==> src/rtl/pls_pkg.sv <==
package pls_pkg;

  localparam int unsigned PLS_WIDTH_DEFAULT = 8;

  typedef enum logic [1:0] {
    ACT_HOLD  = 2'd0,
    ACT_LOAD  = 2'd1,
    ACT_SHIFT = 2'd2
  } stage_act_e;

  // combined shift clock: inhibit high forces the line high, masking edges
  function automatic logic gate_clock(input logic sclk, input logic inhibit);
    return sclk | inhibit;
  endfunction

  // rising edge of a sampled level against its previous sample
  function automatic logic rise_of(input logic now_lvl, input logic prev_lvl);
    return now_lvl & ~prev_lvl;
  endfunction

  // load outranks shift; shift needs an edge
  function automatic stage_act_e pick_action(input logic load_act, input logic shift_evt);
    stage_act_e act;
    if (load_act)       act = ACT_LOAD;
    else if (shift_evt) act = ACT_SHIFT;
    else                act = ACT_HOLD;
    return act;
  endfunction

  // output tap: during load the parallel top bit passes straight through
  function automatic logic tap_select(input logic load_act, input logic par_top,
                                      input logic stage_top);
    return load_act ? par_top : stage_top;
  endfunction

endpackage

==> src/rtl/pls_edge_gate.sv <==
module pls_edge_gate (
  input  logic clk,
  input  logic rst_n,
  input  logic shift_clk,
  input  logic clk_inhibit,
  output logic gated_clk,
  output logic shift_rise
);
  import pls_pkg::*;

  logic prev_q;

  assign gated_clk  = gate_clock(shift_clk, clk_inhibit);
  assign shift_rise = rise_of(gated_clk, prev_q);

  // reset to 1 so a line already high at release is not an edge
  always_ff @(posedge clk or negedge rst_n) begin
    if (!rst_n) prev_q <= 1'b1;
    else        prev_q <= gated_clk;
  end

endmodule

==> src/rtl/pls_stage_chain.sv <==
module pls_stage_chain #(
  parameter int unsigned WIDTH = pls_pkg::PLS_WIDTH_DEFAULT
) (
  input  logic                   clk,
  input  logic                   rst_n,
  input  pls_pkg::stage_act_e    action,
  input  logic [WIDTH-1:0]       par_in,
  input  logic                   ser_in,
  output logic [WIDTH-1:0]       stage_q
);
  import pls_pkg::*;

  logic [WIDTH-1:0] feed;

  genvar gi;
  generate
    for (gi = 0; gi < WIDTH; gi++) begin : g_stage
      if (gi == 0) begin : g_head
        assign feed[gi] = ser_in;
      end else begin : g_body
        assign feed[gi] = stage_q[gi-1];
      end

      always_ff @(posedge clk or negedge rst_n) begin
        if (!rst_n) begin
          stage_q[gi] <= 1'b0;
        end else begin
          case (action)
            ACT_LOAD:  stage_q[gi] <= par_in[gi];
            ACT_SHIFT: stage_q[gi] <= feed[gi];
            default:   stage_q[gi] <= stage_q[gi];
          endcase
        end
      end
    end
  endgenerate

endmodule

==> src/rtl/pls_out_stage.sv <==
module pls_out_stage (
  input  logic load_act,
  input  logic par_top,
  input  logic stage_top,
  output logic ser_out,
  output logic ser_out_n
);
  import pls_pkg::*;

  logic tap;

  assign tap       = tap_select(load_act, par_top, stage_top);
  assign ser_out   = tap;
  assign ser_out_n = ~tap;

endmodule

==> src/rtl/pls_shift_reg.sv <==
module pls_shift_reg #(
  parameter int unsigned WIDTH = pls_pkg::PLS_WIDTH_DEFAULT
) (
  input  logic             clk,
  input  logic             rst_n,
  input  logic             shift_clk,
  input  logic             clk_inhibit,
  input  logic             load_n,
  input  logic [WIDTH-1:0] par_in,
  input  logic             ser_in,
  output logic             ser_out,
  output logic             ser_out_n
);
  import pls_pkg::*;

  localparam int unsigned TOP = WIDTH - 1;

  // named internal events for the checker
  logic             gated_clk;
  logic             shift_rise;
  logic             load_act;
  logic             shift_evt;
  stage_act_e       action;
  logic [WIDTH-1:0] stage_q;

  assign load_act  = ~load_n;

  pls_edge_gate i_gate (
    .clk         (clk),
    .rst_n       (rst_n),
    .shift_clk   (shift_clk),
    .clk_inhibit (clk_inhibit),
    .gated_clk   (gated_clk),
    .shift_rise  (shift_rise)
  );

  assign action    = pick_action(load_act, shift_rise);
  assign shift_evt = (action == ACT_SHIFT);

  pls_stage_chain #(.WIDTH(WIDTH)) i_chain (
    .clk     (clk),
    .rst_n   (rst_n),
    .action  (action),
    .par_in  (par_in),
    .ser_in  (ser_in),
    .stage_q (stage_q)
  );

  pls_out_stage i_out (
    .load_act  (load_act),
    .par_top   (par_in[TOP]),
    .stage_top (stage_q[TOP]),
    .ser_out   (ser_out),
    .ser_out_n (ser_out_n)
  );

endmodule

==> config.mk <==
export PLATFORM = sky130hd
export DESIGN_NAME = pls_shift_reg
export DESIGN_NICKNAME = d
export VERILOG_FILES = /design/src/rtl/pls_pkg.sv /design/src/rtl/pls_edge_gate.sv /design/src/rtl/pls_stage_chain.sv /design/src/rtl/pls_out_stage.sv /design/src/rtl/pls_shift_reg.sv
export SDC_FILE = /design/constraint.sdc
export NUM_CORES = 1
export LEC_CHECK = 0
export CORE_AREA = 3 3 40 42
export DETAILED_ROUTE_END_ITERATION = 16
export DIE_AREA = 0 0 43 45
export DONT_BUFFER_PORTS = 1
export MAX_ROUTING_LAYER = met4
export PLACE_DENSITY_LB_ADDON = 0.08
export SLEW_MARGIN = 40
export SYNTH_ARGS = -nofsm -noshare
export SYNTH_HDL_FRONTEND = slang
export SYNTH_SLANG_ARGS = --single-unit
==> constraint.sdc <==
create_clock -name clk -period 1.8 [get_ports clk]
set_input_delay 0.09 -clock clk [delete_from_list [all_inputs] [get_ports clk]]
set_output_delay 0.09 -clock clk [all_outputs]
set_load 0.02 [all_outputs]
==> impl_metrics.csv <==
group,metric,value,unit
status,outcome,"completed",
setup_path,slowest_delay,580,ps
logic_synthesis,syn_nets,63,
sta,rsz0062_at_grt,"false",
sta,setup_violations,0,
logic_synthesis,synth_compound_area_frac,0.167,
setup_path,critPathTopFamily,"buffers and inverters",
floorplanning,fp.dieW,43,um
detailed_routing,wl,977,um
finish,final_cell_mix,"16 x nand2_1, 11 x dlygate4sd3_1, 8 x nor2_1, 8 x a31oi_1, 8 x dfrtp_1",
clock_network,insertion_delay,250,ps
clock_network,tritoncts,"built",
clock_network,cts_setup_buffers,0,
logic_synthesis,yosysUniqueCellTypes,12,
finish,layout_commonest_cell,"nand2_1",
floorplanning,fp.dieArea,1940,um^2
detailed_routing,via_count,383,
global_routing,grt_overflow,0,
global_routing,antenna_found_initial,0,
placed_design,portBuffers,0,
sta,worst_pin_slew,530,ps
pwr,power.leakage,0.249,nW
placed_design,dp_cells,61,
floorplanning,core,1280,um^2
clock_network,clock_sinks,9,
placed_design,dp_hpwl,678,um
detailed_routing,drt_iter0_markers,7,
sta,finalSetupTns,0,ps
clock_network,cts_buffers,3,
pwr,combPwrFrac,0.164,
global_routing,track_usage,0.123,
setup_path,startpoint_type,"register",
pwr,seq_power_share,0.505,
logic_synthesis,synth_xor_area_frac,0,
pwr,internal_power,0.000344,W
logic_synthesis,ys_warn_count,0,
global_routing,grt_max_degree,16,
finish,drive_above_1_share,0.0820,
clock_network,ctsHoldBuffers,10,
floorplanning,start_util,0.333,
clock_network,clk_path_buf_depth,2,
min_path,min_path_type,"in -> reg",
placed_design,place_congestion,0.708,
floorplanning,rows,13,
setup_path,cp_max_fo,8,
setup_path,crit_buf_inv,1,
pwr,ir_drop,295,uV
detailed_routing,vias_per_cell,5.04,
logic_synthesis,yosysSeqAreaShare,0.529,
sta,period_minus_slack,1630,ps
logic_synthesis,ys_ff_latch,9,
pwr,switchingPower,0.000117,W
global_routing,grt_pass1_wl,1.63,mm
logic_synthesis,synth_mux_area_frac,0.0234,
floorplanning,pin_count,16,
detailed_routing,wl_per_cell,12.9,um
sta,fin_crit_sh,0.906,
setup_path,cp_cell_sequence,"o21ba_1 > nand2_1 > a31oi_1 > dlygate4sd3_1",
sta,slew_violations,0,
logic_synthesis,yosys.area_share.adder,0,
detailed_routing,ant_nets,0,
setup_path,worstPathRequired,1940,ps
detailed_routing,drt_pass1_iterations,3,
clock_network,htree_levels,1,
logic_synthesis,synth_top_family_by_area,"simple AND/OR/NAND/NOR gates",
logic_synthesis,synthesis.area,428,um^2
logic_synthesis,yosys.area_share.simple,0.225,
sta,hold_violations,0,
clock_network,ctsResizeCount,0,
finish,fillers,132,
sta,finClkSkew,1.81,ps
finish,antenna_cells,0,
setup_path,crit_type,"reg -> reg",
setup_path,critPathSlowestCell,"dlygate4sd3_1",
setup_path,worstSetupEndpointType,"register",
finish,layout.nets,76,
floorplanning,die_h,45,um
logic_synthesis,syn_avg_cell_area,8.73,um^2
pwr,p_sw_frac,0.253,
finish,area_delta_synth_final,31.6,%
pwr,p_clk_frac,0.331,
global_routing,grt_pass1_vias,389,
logic_synthesis,syn_inst,49,
detailed_routing,drc_errors,0,
sta,max_freq,613,MHz
flow_run,drv_cap,0,
setup_path,worstPathArrival,1770,ps
clock_network,cts_root_buf,"clkbuf_4",
pwr,p_per_area,819,nW/um^2
finish,fin_cells,76,
clock_network,path_clk_slew,60,ps
sta,slew_headroom,0.636,
## cells by family (layout without fill, tap and decap cells)
family,count (synthesis),count (layout)
compound gates,10,10
flops,9,9
mux,1,1
simple gates,25,25
buf+inv,4,16
## stage by stage
stage	power, W	util	hold slack [ps]	area [um^2]	worst slack (ps)
after global routing	0.000492	0.438	15.0	563	103
after global placement	0.000281	0.332	-205	427	672
after CTS	0.000470	0.430	0.388	553	168
final	0.000461	0.438	8.98	563	169
after floorplan	0.000282	-	-206	428	721
after detailed placement	0.000285	0.332	-205	427	656
## worst paths after layout
kind                                                        to  slack [ps]  cells after the start                      startpoint
worst max register to register  i_chain.stage_q[1]$_DFFE_PN0P_         170                      4         i_gate.prev_q$_DFF_PN1_
worst min register to register  i_chain.stage_q[4]$_DFFE_PN0P_         540                      2  i_chain.stage_q[3]$_DFFE_PN0P_
worst min-delay path            i_chain.stage_q[7]$_DFFE_PN0P_           9                      2                       par_in[7]
worst max-delay path            i_chain.stage_q[1]$_DFFE_PN0P_         170                      4         i_gate.prev_q$_DFF_PN1_
max in group asynchronous              i_gate.prev_q$_DFF_PN1_        1260                      1                           rst_n
min in group asynchronous       i_chain.stage_q[4]$_DFFE_PN0P_         210                      1                           rst_n
## layer usage
| metal | up-vias | global-route usage | routed length, um |
|---|---|---|---|
| li1 | 187 | - | - |
| met1 | 180 | 0.132 | 402 |
| met2 | 14 | 0.186 | 491 |
| met3 | 2 | 0.0438 | 76 |
| met4 | 0 | 0.0964 | 7 |
| met5 | - | - | 0 |
## power by group through the flow
stage	Clock (W)	Combinational [W]	Sequential, W
global placement	0	0.0000458	0.000236
finish	0.000153	0.0000754	0.000233
global route	0.000171	0.0000850	0.000236
CTS	0.000161	0.0000750	0.000233
floorplan	0	0.0000486	0.000234
detailed placement	0	0.0000480	0.000237
## Yosys cell counts (all sizes together)
library cell | number | area share
o21bai | 1 | 0.026
dfstp | 1 | 0.061
buf | 3 | 0.047
or2 | 1 | 0.015
a31oi | 8 | 0.12
inv | 1 | 0.0088
mux2i | 1 | 0.023
nor2 | 8 | 0.070
dfrtp | 8 | 0.47
nand2 | 16 | 0.14
o21ba | 1 | 0.023
## sequential cells by signal, summed over array words and instances (netlist names)
name and count:
i_gate.prev_q 1, i_chain.stage_q 8
## layout make-up
class	instances	area (um^2)	share of cell area
Multi-Input combinational cell	36	178	0.316
Tap cell	15	18.8	0.0333
Sequential cell	9	226	0.402
Clock buffer	4	26.3	0.0467
Inverter	1	3.75	0.00667
Timing Repair Buffer	11	110	0.196
No activity file was read; power rests on OpenSTA's default activity.
